### config.mk
export PLATFORM = sky130hd
export DESIGN_NAME = nand_bus_ctrl
export DESIGN_NICKNAME = d
export VERILOG_FILES = /design/src/rtl/nbc_pkg.sv /design/src/rtl/nbc_sync.sv /design/src/rtl/nbc_strobe_seq.sv /design/src/rtl/nbc_ce_decode.sv /design/src/rtl/nand_bus_ctrl.sv
export SDC_FILE = /design/constraint.sdc
export NUM_CORES = 1
export LEC_CHECK = 0
export BUFFER_PORTS_ARGS = -buffer_cell sky130_fd_sc_hd__clkbuf_2
export CORE_ASPECT_RATIO = 1.25
export CORE_MARGIN = 2
export CORE_UTILIZATION = 50
export CTS_CLUSTER_SIZE = 25
export DETAILED_ROUTE_END_ITERATION = 6
export PLACE_DENSITY = 0.76
export SYNTH_ARGS = -nofsm -noshare
export SYNTH_HDL_FRONTEND = slang
export SYNTH_SLANG_ARGS = --single-unit
### constraint.sdc
create_clock -name clk -period 2.47 [get_ports clk]
set_input_delay 0.494 -clock clk [delete_from_list [all_inputs] [get_ports clk]]
set_output_delay 0.494 -clock clk [all_outputs]
set_load 0.005 [all_outputs]
### src/rtl/nbc_pkg.sv
`timescale 1ns/1ps
package nbc_pkg;
    localparam int BUS_W      = 32;
    localparam int MODE_W     = 11;
    localparam logic [MODE_W-1:0] MODE_WMASK = 11'h49F;
    localparam int MB_CLE     = 0;
    localparam int MB_ALE     = 1;
    localparam int MB_SEL_LO  = 2;
    localparam int MB_CE      = 4;
    localparam int MB_WEN     = 7;
    localparam int MB_X16     = 10;
    localparam int ST_BUSY    = 7;

    typedef enum logic [1:0] {
        SEQ_IDLE   = 2'd0,
        SEQ_STROBE = 2'd1,
        SEQ_HOLD   = 2'd2
    } seq_state_e;

    localparam logic [2:0] RI_DATA  = 3'd0;
    localparam logic [2:0] RI_MODE  = 3'd1;
    localparam logic [2:0] RI_STAT  = 3'd2;
    localparam logic [2:0] RI_ISTAT = 3'd3;
    localparam logic [2:0] RI_IMASK = 3'd4;
    localparam logic [2:0] RI_TIME  = 3'd5;
    localparam logic [2:0] RI_RST   = 3'd6;
endpackage

### src/rtl/nbc_sync.sv
`timescale 1ns/1ps
module nbc_sync #(
    parameter int   STAGES  = 2,
    parameter logic RST_VAL = 1'b1
) (
    input  logic clk,
    input  logic rst_n,
    input  logic din,
    output logic dout
);
    logic [STAGES-1:0] sh_d, sh_q;

    always_comb begin
        sh_d = {sh_q[STAGES-2:0], din};
    end

    always_ff @(posedge clk or negedge rst_n) begin
        if (!rst_n) sh_q <= {STAGES{RST_VAL}};
        else        sh_q <= sh_d;
    end

    assign dout = sh_q[STAGES-1];
endmodule

### src/rtl/nbc_strobe_seq.sv
`timescale 1ns/1ps
module nbc_strobe_seq
    import nbc_pkg::*;
#(
    parameter int CNT_W = 4,
    parameter int DQ_W  = 16
) (
    input  logic             clk,
    input  logic             rst_n,
    input  logic             start,
    input  logic             start_rd,
    input  logic [CNT_W-1:0] spw,
    input  logic [CNT_W-1:0] hold,
    input  logic [DQ_W-1:0]  wr_data,
    input  logic             x16,
    input  logic [DQ_W-1:0]  dq_in,
    output logic             busy,
    output logic             done,
    output logic             we_n,
    output logic             re_n,
    output logic             dq_oe,
    output logic [DQ_W-1:0]  dq_out,
    output logic [DQ_W-1:0]  rd_data
);
    localparam int TW = CNT_W + 1;
    localparam logic [DQ_W-1:0] LO_MASK = DQ_W'(8'hFF);

    typedef struct packed {
        seq_state_e      state;
        logic [TW-1:0]   cnt;
        logic            is_rd;
        logic [DQ_W-1:0] wdat;
        logic [DQ_W-1:0] rdat;
    } seq_t;

    seq_t s_d, s_q;

    always_comb begin
        s_d = s_q;
        case (s_q.state)
            SEQ_IDLE: begin
                if (start) begin
                    s_d.state = SEQ_STROBE;
                    s_d.cnt   = TW'(spw);
                    s_d.is_rd = start_rd;
                    s_d.wdat  = wr_data;
                end
            end
            SEQ_STROBE: begin
                if (s_q.cnt == '0) begin
                    s_d.state = SEQ_HOLD;
                    s_d.cnt   = TW'(hold) + TW'(2'd1);
                    if (s_q.is_rd) s_d.rdat = x16 ? dq_in : (dq_in & LO_MASK);
                end else begin
                    s_d.cnt = s_q.cnt - TW'(1'b1);
                end
            end
            SEQ_HOLD: begin
                if (s_q.cnt == '0) s_d.state = SEQ_IDLE;
                else               s_d.cnt   = s_q.cnt - TW'(1'b1);
            end
            default: s_d.state = SEQ_IDLE;
        endcase
    end

    always_ff @(posedge clk or negedge rst_n) begin
        if (!rst_n) begin
            s_q.state <= SEQ_IDLE;
            s_q.cnt   <= '0;
            s_q.is_rd <= 1'b0;
            s_q.wdat  <= '0;
            s_q.rdat  <= '0;
        end else begin
            s_q <= s_d;
        end
    end

    assign busy    = (s_q.state != SEQ_IDLE);
    assign done    = (s_q.state == SEQ_HOLD) && (s_q.cnt == '0);
    assign we_n    = !((s_q.state == SEQ_STROBE) && !s_q.is_rd);
    assign re_n    = !((s_q.state == SEQ_STROBE) && s_q.is_rd);
    assign dq_oe   = busy && !s_q.is_rd;
    assign dq_out  = s_q.wdat;
    assign rd_data = s_q.rdat;


    we_rise_hold_chk: assert property (@(posedge clk) disable iff (!rst_n)
        $rose(we_n) |-> dq_oe);

    strobe_excl_chk: assert property (@(posedge clk) disable iff (!rst_n)
        !(!we_n && !re_n));

    end_after_done_chk: assert property (@(posedge clk) disable iff (!rst_n)
        $fell(busy) |-> $past(done));
endmodule

### src/rtl/nbc_ce_decode.sv
`timescale 1ns/1ps
module nbc_ce_decode #(
    parameter int NUM_CS = 4,
    localparam int SEL_W = $clog2(NUM_CS)
) (
    input  logic              clk,
    input  logic              rst_n,
    input  logic              ce_en,
    input  logic [SEL_W-1:0]  sel,
    output logic [NUM_CS-1:0] ce_n
);
    for (genvar i = 0; i < NUM_CS; i++) begin : g_ce
        assign ce_n[i] = !(ce_en && (sel == SEL_W'(i)));
    end


    ce_onehot_chk: assert property (@(posedge clk) disable iff (!rst_n)
        $onehot0(~ce_n));
endmodule

### src/rtl/nand_bus_ctrl.sv
`timescale 1ns/1ps
module nand_bus_ctrl
    import nbc_pkg::*;
#(
    parameter int ADDR_W      = 5,
    parameter int NUM_CS      = 4,
    parameter int CNT_W       = 4,
    parameter int DQ_W        = 16,
    parameter int IMASK_W     = 8,
    parameter int RST_CYCLES  = 4,
    parameter int SYNC_STAGES = 2
) (
    input  logic              clk,
    input  logic              rst_n,
    input  logic              bus_req,
    input  logic              bus_we,
    input  logic [ADDR_W-1:0] bus_addr,
    input  logic [31:0]       bus_wdata,
    output logic [31:0]       bus_rdata,
    output logic              bus_ready,
    output logic              fl_cle,
    output logic              fl_ale,
    output logic [NUM_CS-1:0] fl_ce_n,
    output logic              fl_we_n,
    output logic              fl_re_n,
    output logic [DQ_W-1:0]   fl_dq_out,
    output logic              fl_dq_oe,
    input  logic [DQ_W-1:0]   fl_dq_in,
    input  logic              fl_rb_n
);
    localparam int TMG_W = 2 * CNT_W;
    localparam int RST_W = $clog2(RST_CYCLES + 1);
    localparam int SEL_W = $clog2(NUM_CS);
    localparam logic [TMG_W-1:0] TMG_RESET = {TMG_W{1'b1}};
    localparam logic [DQ_W-1:0]  LO_MASK   = DQ_W'(8'hFF);

    typedef struct packed {
        logic [MODE_W-1:0]  mode;
        logic [TMG_W-1:0]   tmg;
        logic [IMASK_W-1:0] imask;
        logic [RST_W-1:0]   rcnt;
    } regs_t;

    regs_t r_d, r_q;

    logic              seq_busy, seq_done, seq_start;
    logic [DQ_W-1:0]   seq_wdata, seq_rdata;
    logic              rb_sync, rst_busy;
    logic [2:0]        ridx;
    logic              is_data, wr_strobes, reg_ack;
    logic              unused_bits;

    assign unused_bits = ^{bus_addr[1:0], bus_wdata[31:16]};

    assign ridx       = bus_addr[4:2];
    assign is_data    = (ridx == RI_DATA);
    assign rst_busy   = (r_q.rcnt != '0);
    assign wr_strobes = r_q.mode[MB_CLE] | r_q.mode[MB_ALE] | r_q.mode[MB_WEN];

    assign seq_start = bus_req && is_data && !seq_busy && !rst_busy &&
                       (!bus_we || wr_strobes);
    assign reg_ack   = bus_req && !seq_busy &&
                       (!is_data || (bus_we && !wr_strobes && !rst_busy));
    assign bus_ready = reg_ack || seq_done;

    always_comb begin
        if (r_q.mode[MB_CLE] || r_q.mode[MB_ALE]) seq_wdata = bus_wdata[DQ_W-1:0] & LO_MASK;
        else if (r_q.mode[MB_X16])                seq_wdata = bus_wdata[DQ_W-1:0];
        else                                      seq_wdata = bus_wdata[DQ_W-1:0] & LO_MASK;
    end

    always_comb begin
        r_d = r_q;
        if (reg_ack && bus_we) begin
            case (ridx)
                RI_MODE:  r_d.mode  = bus_wdata[MODE_W-1:0] & MODE_WMASK;
                RI_TIME:  r_d.tmg   = bus_wdata[TMG_W-1:0];
                RI_IMASK: r_d.imask = bus_wdata[IMASK_W-1:0];
                RI_RST:   if (bus_wdata[0] && !rst_busy) r_d.rcnt = RST_W'(RST_CYCLES);
                default:  ;
            endcase
        end
        if (rst_busy) begin
            r_d.rcnt = r_q.rcnt - RST_W'(1'b1);
            if (r_q.rcnt == RST_W'(1'b1)) begin
                r_d.mode  = '0;
                r_d.tmg   = TMG_RESET;
                r_d.imask = '0;
            end
        end
    end

    always_ff @(posedge clk or negedge rst_n) begin
        if (!rst_n) begin
            r_q.mode  <= '0;
            r_q.tmg   <= TMG_RESET;
            r_q.imask <= '0;
            r_q.rcnt  <= '0;
        end else begin
            r_q <= r_d;
        end
    end

    always_comb begin
        bus_rdata = '0;
        case (ridx)
            RI_DATA:  bus_rdata = BUS_W'(seq_rdata);
            RI_MODE:  bus_rdata = BUS_W'(r_q.mode);
            RI_STAT:  bus_rdata[ST_BUSY] = !rb_sync;
            RI_ISTAT: bus_rdata = '0;
            RI_IMASK: bus_rdata = BUS_W'(r_q.imask);
            RI_TIME:  bus_rdata = BUS_W'(r_q.tmg);
            RI_RST:   bus_rdata[0] = rst_busy;
            default:  bus_rdata = '0;
        endcase
    end

    nbc_sync #(.STAGES(SYNC_STAGES), .RST_VAL(1'b1)) u_rb_sync (
        .clk  (clk),
        .rst_n(rst_n),
        .din  (fl_rb_n),
        .dout (rb_sync)
    );

    nbc_strobe_seq #(.CNT_W(CNT_W), .DQ_W(DQ_W)) u_seq (
        .clk     (clk),
        .rst_n   (rst_n),
        .start   (seq_start),
        .start_rd(!bus_we),
        .spw     (r_q.tmg[CNT_W-1:0]),
        .hold    (r_q.tmg[TMG_W-1:CNT_W]),
        .wr_data (seq_wdata),
        .x16     (r_q.mode[MB_X16]),
        .dq_in   (fl_dq_in),
        .busy    (seq_busy),
        .done    (seq_done),
        .we_n    (fl_we_n),
        .re_n    (fl_re_n),
        .dq_oe   (fl_dq_oe),
        .dq_out  (fl_dq_out),
        .rd_data (seq_rdata)
    );

    nbc_ce_decode #(.NUM_CS(NUM_CS)) u_ce (
        .clk  (clk),
        .rst_n(rst_n),
        .ce_en(r_q.mode[MB_CE]),
        .sel  (r_q.mode[MB_SEL_LO +: SEL_W]),
        .ce_n (fl_ce_n)
    );

    assign fl_cle = r_q.mode[MB_CLE];
    assign fl_ale = r_q.mode[MB_ALE];


    rst_defaults_chk: assert property (@(posedge clk) disable iff (!rst_n)
        $fell(rst_busy) |-> (r_q.mode == '0 && r_q.tmg == TMG_RESET && r_q.imask == '0));

    ready_req_chk: assert property (@(posedge clk) disable iff (!rst_n)
        bus_ready |-> bus_req);

    mode_stable_chk: assert property (@(posedge clk) disable iff (!rst_n)
        (seq_busy && $past(seq_busy)) |-> $stable(r_q.mode));
endmodule

==> results.yml, run 1 <==
status:
  status: "complete, no violations"
global_routing:
  grt_usage: 0.213
  overflow: 0
  grt_pass1_wl_um: 13500
  antenna_found_initial: 0
  first_global_vias: 2771
  grt_start_max_net_pins: 73
setup_path:
  worstSetupPathType: "reg2out"
  critPathSlowestCell: "nor4b_1"
  start_kind: "register"
  worstReg2RegStart: "r_q[1]"
  crit_family: "simple AND/OR/NAND/NOR gates"
  path_buf_inv: 1
  worst_setup_path_end_kind: "primary output"
  arrival_ps: 1890
  worstPathCellList: "nor4b_1, a21oi_1, o21ai_0, clkbuf_2"
  required_ps: 1980
  critPathMaxFanout: 5
  startpoint: "fl_ale"
  slowest_delay_ps: 560
cts:
  cts.reportedPaths.clkPinSlew_ps: 80
  tritoncts: "done"
  clk_latency_ps: 350
  cts-root-buf: "clkbuf_8"
  cts_resized: 0
  cts.sinks: 72
  post_cts_buffers: 0
  hold_buffers: 0
  clock_path_buffers: 2
  cts_buffers: 9
  cts-htree-levels: 3
power:
  pwr-share-seq: 0.446
  pwr-share-clk: 0.252
  comb_power_share: 0.302
  p_int_w: 0.00283
  peakVddDrop_mv: 0.648
  cellLeakagePower_nw: 2.21
  p_switching_w: 0.00138
  powerDensity_mw_per_mm2: 953
  switching_share: 0.327
route:
  firstDrtPassIters: 4
  drt_iter0_drc: 199
  wl_um: 8410
  drt.antenna.violating_nets: 0
  vias: 2882
  wire_per_inst_um: 15.7
  drc: 0
  viasPerCell: 5.40
flow_run:
  cap_violations: 0
sta:
  rsz0062_at_grt: "false"
  setup_viol_count_final: 0
  drv_slew: 0
  tightest_slew_ps: 621
  fin_skew_ps: 10.2
  hold_violations: 0
  min_period_ps: 2380
  tns_ps: 0
  fin_crit_sh: 0.964
  fmax_mhz: 420
  maxSlewHeadroom: 0.586
logic_synthesis:
  syn_area_per_cell_um2: 10.4
  yosysWarnings: 0
  synth_ff_type: "dfrtp_1"
  ys_seq_area_frac: 0.469
  ys_ff_latch: 72
  synth_xor_area_frac: 0.00906
  synth_top_family_by_area: "simple AND/OR/NAND/NOR gates"
  ys_async_sr_fraction: 1.00
  ys_types: 44
  synth-edff-count: 0
  netlist_area_mm2: 0.00387
  yosys.area_share.simple: 0.170
  syn_inst: 372
  synth-compound-area-share: 0.0682
  synthAdderAreaFrac: 0.0194
  synth_mux_area_frac: 0.166
floorplan:
  design.die.area_mm2: 0.00846
  start_util: 0.520
  fp.dieW_um: 82.7
  num_rows: 35
  die_y_um: 102
  core-area_mm2: 0.00744
  ios: 116
finish:
  layout.nets: 501
  layout_common_cells: "80 x clkbuf_2, 62 x dfrtp_1, 51 x nand2_1"
  layout.cells.non_filler: 534
  drive_above_1_share: 0.344
  syn_to_final_growth_pct: 14.3
  final_common_cell: "clkbuf_2"
  diodes: 0
hold_path:
  hold_class: "in2async"
place:
  io_buffers: 81
  place.gp.congestion: 0.812
  placedCellCount: 518
  dp_hpwl_um: 6050
-- flip-flops by register name (all words and copies together) (netlist names) --
register,flops
r_q,28
u_seq.dq_out,16
u_seq.rd_data,16
u_seq.s_q,8
u_rb_sync.sh_q,2
fl_ale,1
fl_cle,1
-- through the flow --
stage,setup WS [ps],utilization,hold slack [ps],power (W),area (µm²)
global placement,263,0.563,349,0.00310,4190
floorplan,276,-,198,0.00281,3930
global route,25.7,0.594,195,0.00450,4420
CTS,140,0.594,183,0.00425,4420
detailed placement,234,0.563,351,0.00317,4190
finish,87.8,0.594,157,0.00421,4420
-- Yosys cell counts (2+ instances only) --
library cell  count  share of area
a21oi_1          13          0.017
a32o_1            2         0.0052
and2_1            6         0.0097
and3_1            4         0.0065
buf_1             2         0.0019
buf_2             4         0.0052
buf_4            33          0.064
buf_6             3         0.0087
clkbuf_1         12          0.012
dfrtp_1          62           0.40
dfstp_2          10          0.068
ha_1              6          0.019
inv_1             6         0.0058
mux2_2           17          0.049
mux2i_1          27          0.070
mux4_2            8          0.047
nand2_1          51          0.049
nand2b_1          2         0.0032
nand3_1           6         0.0078
nand3b_1          2         0.0039
nor2_1           28          0.027
nor2b_1           7          0.011
nor3_1            7         0.0091
nor3b_1           5         0.0097
nor3b_2           2         0.0065
o21ai_0          24          0.031
o22ai_1           3         0.0049
or3_1             2         0.0032
xnor2_1           3         0.0068
-- power groups by stage --
stage / Combinational (W) / Clock (W) / Sequential, W
global route: 0.00144 / 0.00113 / 0.00193
global placement: 0.00123 / 0 / 0.00187
CTS: 0.00129 / 0.00108 / 0.00188
detailed placement: 0.00128 / 0 / 0.00190
floorplan: 0.00105 / 0 / 0.00176
finish: 0.00127 / 0.00106 / 0.00188
-- metal layers --
layer	share of wire	GRT usage	vias up
li1	-	-	1361
met1	0.40	0.274	1419
met2	0.53	0.360	87
met3	0.051	0.0247	15
met4	0.023	0.0946	0
met5	0	0	-
-- final cells by class --
class,instances,area [µm²]
fillers,652,3020
clock inverters,6,90.1
clock buffers,10,138
inverters,6,22.5
repair buffers,93,508
multi-input cells,255,1730
flip-flops and latches,72,1810
well taps,92,115
-- worst paths after layout --
path / end / slack [ps] / cells past startpoint
max in group asynchronous: r_q[15] / 1970 / 2
hold reg to reg: u_rb_sync.sh_q[1] / 360 / 0
setup / recovery: bus_ready / 90 / 4
setup reg to reg: u_seq.s_q[33] / 310 / 5
min in group clk: u_rb_sync.sh_q[0] / 220 / 1
hold / removal: u_seq.dq_out[3] / 160 / 2
-- kinds of logic after synthesis --
logic type,count (synthesis)
compound gates,46
xor+xnor,4
fa+ha+maj,6
buf+inv,60
flops,72
mux,52
other cells,1
simple gates,131
Power figures use the tool's default switching activity.
==> run 2, diff against run 1 <==
--- a/config.mk
+++ b/config.mk
@@ -11,6 +11,7 @@
 export CORE_UTILIZATION = 50
 export CTS_CLUSTER_SIZE = 25
 export DETAILED_ROUTE_END_ITERATION = 6
+export MAX_ROUTING_LAYER = met4
 export PLACE_DENSITY = 0.76
 export SYNTH_ARGS = -nofsm -noshare
 export SYNTH_HDL_FRONTEND = slang
==> constraint.sdc (replaced) <==
create_clock -name clk -period 2.47 [get_ports clk]
set_input_delay 0.494 -clock clk [delete_from_list [all_inputs] [get_ports clk]]
set_output_delay 0.494 -clock clk [all_outputs]
set_load 0.05 [all_outputs]
==> results.yml, run 2 (same netlist as run 1, synthesis figures left out) <==
status:
  status: "complete, no violations"
sta:
  fin_crit_sh: 0.947
  setup_viol_count_final: 0
  drv_slew: 0
  min_period_ps: 2340
  tns_ps: 0
  fmax_mhz: 428
  tightest_slew_ps: 590
  rsz0062_at_grt: "false"
  hold_violations: 0
  maxSlewHeadroom: 0.607
  final.setup.worst_slack_ps: 131
  fin_skew_ps: 16.9
  worst_hold_slack_ps: 61.6
cts:
  cts-root-buf: "clkbuf_8"
  hold_buffers: 0
  clock_path_buffers: 2
  cts_buffers: 9
  cts.sinks: 72
  cts-htree-levels: 3
  cts.reportedPaths.clkPinSlew_ps: 80
  clk_latency_ps: 350
  tritoncts: "done"
power:
  p_int_w: 0.00272
  p_switching_w: 0.00200
  pwr-share-clk: 0.196
  comb_power_share: 0.405
  cellLeakagePower_nw: 2.21
  powerDensity_mw_per_mm2: 1060
  switching_share: 0.424
  peakVddDrop_mv: 0.805
  pwr-share-seq: 0.399
setup_path:
  cp.depth: 5
  worst_setup_path_end_kind: "primary output"
  arrival_ps: 1850
  required_ps: 1980
  critPathMaxFanout: 8
  worstPathCellList: "clkbuf_2, buf_4, mux4_2, nor2b_2, clkbuf_2"
  worstReg2RegStart: "r_q[2]"
  crit_family: "buffers and inverters"
  critPathSlowestCell: "mux4_2"
  slowest_delay_ps: 500
  cpMostUsedCell: "clkbuf_2"
  start_kind: "input port"
  ff2ff_path_depth: 5
  path_buf_inv: 3
  startpoint: "bus_addr[4]"
  worstSetupPathType: "in2out"
floorplan:
  die_y_um: 102
  design.die.area_mm2: 0.00846
  num_rows: 35
  ios: 116
  core-area_mm2: 0.00744
  start_util: 0.520
  fp.dieW_um: 82.7
route:
  drc: 0
  wl_um: 8310
  drt_iter0_drc: 139
  viasPerCell: 5.38
  wire_per_inst_um: 15.5
  vias: 2889
  drt.antenna.violating_nets: 0
  firstDrtPassIters: 4
finish:
  drive_above_1_share: 0.364
  layout.nets: 504
  layout_common_cells: "79 x clkbuf_2, 62 x dfrtp_1, 51 x nand2_1"
  largest_register_ffs: 28
  final_area_mm2: 0.00445
  syn_to_final_growth_pct: 14.9
  diodes: 0
  final_common_cell: "clkbuf_2"
  regMostFlops: "r_q"
  fillers: 643
  fin_util: 0.597
global_routing:
  grt_start_max_net_pins: 32
  first_global_vias: 2725
  overflow: 0
  grt_pass1_wl_um: 13500
  grt_usage: 0.221
  antenna_found_initial: 0
place:
  place_area_mm2: 0.00424
  pre_cts_ws_ps: 121
  io_buffers: 81
  dp_hpwl_um: 6230
  place.gp.congestion: 0.853
flow_run:
  cap_violations: 0
hold_path:
  hold_class: "in2async"
-- run 2: cell count changes in the layout (fill, tap and decap cells not counted), sizes merged --
| cell | before | now |
|---|---|---|
| bufinv | 2 | 1 |
| clkinvlp | 1 | 2 |
| inv | 8 | 6 |
| clkbuf | 90 | 89 |
| clkinv | 1 | 3 |
| buf | 13 | 17 |
-- run 2: repair_timing --
item	CTS	global route
setup endpoints to repair	0	1
buffers inserted	0	0
resized for setup	0	2
-- run 2: final cells by class --
class	count	area (µm²)	area share
timing repair buffer	96	531	0.119
sequential	72	1810	0.408
clock inverter	6	71.3	0.0160
clock buffer	10	128	0.0287
inverter	6	22.5	0.00506
tap	92	115	0.0259
multi-input combinational	255	1770	0.397
-- run 2: power groups by stage --
stage	Sequential (W)	Combinational (W)	Clock (W)
6_report	0.00188	0.00191	0.000923
5_1_grt	0.00193	0.00208	0.00100
4_1_cts	0.00187	0.00192	0.000937
3_5_place_dp	0.00189	0.00191	0
3_3_place_gp	0.00187	0.00186	0
2_1_floorplan	0.00180	0.00164	0
-- run 2: per-stage QoR --
step | instances | power [W]
floorplan | 387 | 0.00345
global placement | 521 | 0.00372
detailed placement | 521 | 0.00380
CTS | 537 | 0.00473
global route | 537 | 0.00501
finish | 537 | 0.00472
-- run 2: worst paths after layout --
check                           slack, ps                 to
worst max register to register        320      u_seq.s_q[34]
max in group asynchronous            1800            r_q[12]
min in group clk                      240  u_rb_sync.sh_q[0]
worst max-delay path                  130       bus_rdata[2]
worst min-delay path                   60             r_q[4]
worst min register to register        370  u_rb_sync.sh_q[1]
-- run 2: metal layers --
metal  vias up  routed length (µm)  GRT usage
li1       1365                   -          -
met1      1418                3520      0.280
met2        86                4140      0.342
met3        20                 412     0.0389
met4         0                 244      0.108
met5         -                   0          -
-- run 2: worst register-to-register path: cells and delay by family (launching register included) --
kind | cells | cell delay (ps)
simple gates | 3 | 1450
flops | 1 | 410
compound gates | 2 | 230
==> run 3, diff against run 2 <==
--- a/config.mk
+++ b/config.mk
@@ -6,13 +6,16 @@
 export NUM_CORES = 1
 export LEC_CHECK = 0
 export BUFFER_PORTS_ARGS = -buffer_cell sky130_fd_sc_hd__clkbuf_2
+export CELL_PAD_IN_SITES_DETAIL_PLACEMENT = 1
+export CELL_PAD_IN_SITES_GLOBAL_PLACEMENT = 1
 export CORE_ASPECT_RATIO = 1.25
 export CORE_MARGIN = 2
-export CORE_UTILIZATION = 50
+export CORE_UTILIZATION = 39
 export CTS_CLUSTER_SIZE = 25
 export DETAILED_ROUTE_END_ITERATION = 6
+export GPL_ROUTABILITY_DRIVEN = 0
 export MAX_ROUTING_LAYER = met4
-export PLACE_DENSITY = 0.76
+export PLACE_DENSITY = 0.78
 export SYNTH_ARGS = -nofsm -noshare
 export SYNTH_HDL_FRONTEND = slang
 export SYNTH_SLANG_ARGS = --single-unit
==> results.yml, run 3 (same netlist as run 1, synthesis figures left out) <==
global_routing:
  first_global_vias: 3132
  antenna_found_initial: 0
  grt_start_max_net_pins: 38
  grt_usage: 0.203
  grt_pass1_wl_um: 16100
  overflow: 0
sta:
  fin_skew_ps: 7.35
  fin_crit_sh: 0.945
  min_period_ps: 2330
  maxSlewHeadroom: 0.583
  tightest_slew_ps: 626
  rsz0062_at_grt: "false"
  setup_viol_count_final: 0
  hold_violations: 0
  fmax_mhz: 429
  worst_hold_slack_ps: 129
  drv_slew: 0
  final.setup.worst_slack_ps: 137
route:
  drt.antenna.violating_nets: 0
  viasPerCell: 5.09
  drc: 0
  wl_um: 9940
  firstDrtPassIters: 4
  vias: 2908
  wire_per_inst_um: 17.4
  drt_iter0_drc: 127
power:
  power_w: 0.00509
  cellLeakagePower_nw: 2.25
  peakVddDrop_mv: 0.515
  powerDensity_mw_per_mm2: 1110
cts:
  clk_latency_ps: 330
  clock_path_buffers: 2
  cts-htree-levels: 3
  cts_buffers: 9
  hold_buffers: 0
  post_cts_buffers: 0
  cts.sinks: 72
  cts-root-buf: "clkbuf_16"
  tritoncts: "done"
  cts.reportedPaths.clkPinSlew_ps: 60
setup_path:
  start_kind: "input port"
  worst_setup_path_end_kind: "primary output"
  critPathMaxFanout: 7
  required_ps: 1980
  worstSetupPathType: "in2out"
  arrival_ps: 1840
place:
  io_buffers: 81
  dp_hpwl_um: 7280
  pre_cts_ws_ps: 126
finish:
  regMostFlops: "r_q"
  layout.nets: 504
  diodes: 0
  drive_above_1_share: 0.366
  syn_to_final_growth_pct: 18.5
  layout_common_cells: "79 x clkbuf_2, 62 x dfrtp_1, 51 x nand2_1"
  fillers: 1114
  largest_register_ffs: 28
  final_common_cell: "clkbuf_2"
flow_run:
  cap_violations: 0
floorplan:
  die_y_um: 115
  num_rows: 40
  start_util: 0.401
  fp.dieW_um: 93.1
  core-area_mm2: 0.00966
  design.die.area_mm2: 0.0107
  ios: 116
hold_path:
  hold_class: "in2async"
status:
  status: "complete, no violations"
==> run 3: cell count changes in the layout (fill, tap and decap cells not counted), sizes merged <==
cell	delta
clkbuf	+3
buf	-1
bufinv	-1
clkinv	-1
==> run 3: power breakdown <==
| part | switching (W) | internal, W | total (W) |
|---|---|---|---|
| logic | 0.00130 | 0.000683 | 0.00198 |
| registers | 0.000312 | 0.00157 | 0.00188 |
| clock network | 0.000490 | 0.000734 | 0.00122 |
| total | 0.00210 | 0.00299 | 0.00509 |
==> run 3: per-layer routing <==
metal	up-vias	part of all wire	wire (µm)	GRT usage
li1	1368	-	-	-
met1	1441	0.42	4170	0.247
met2	88	0.52	5140	0.346
met3	11	0.048	481	0.0341
met4	0	0.015	146	0.0657
met5	-	0	0	-
==> run 3: worst paths after layout <==
kind | from | end | slack, ps | depth (start not counted)
hold reg to reg | u_rb_sync.sh_q[0] | u_rb_sync.sh_q[1] | 360 | 0
setup / recovery | bus_addr[4] | bus_rdata[5] | 140 | 5
hold / removal | rst_n | u_seq.rd_data[14] | 130 | 1
min in group clk | fl_rb_n | u_rb_sync.sh_q[0] | 240 | 1
setup reg to reg | u_seq.s_q[39] | r_q[22] | 190 | 6
max in group asynchronous | rst_n | r_q[18] | 1710 | 2
==> run 3: worst max-delay path: stages <==
cell and delay, ps:
clkbuf_2 230, buf_4 210, mux4_2 510, nor2b_1 150
clkbuf_2 240
==> run 3: area by class of cell <==
type	count	area, µm²	share of cell area
multi-input combinational	255	1770	0.386
sequential	72	1810	0.396
clock inverter	4	28.8	0.00628
inverter	6	22.5	0.00491
clock buffer	12	256	0.0560
timing repair buffer	96	536	0.117
tap	126	158	0.0344
==> run 3: stage by stage <==
stage / instance area (µm²) / utilization / cells / setup TNS [ps]
2_1_floorplan: 3950 / - / 387 / -9.31
4_1_cts: 4580 / 0.474 / 571 / 0
6_report: 4580 / 0.474 / 571 / 0
3_5_place_dp: 4290 / 0.444 / 555 / 0
3_3_place_gp: 4290 / 0.444 / 555 / 0
5_1_grt: 4580 / 0.474 / 571 / 0
==> run 3: what timing repair did <==
action	in CTS	in global routing
pin swaps	0	1
gates resized for setup	1	3
endpoints found under the setup margin	1	2
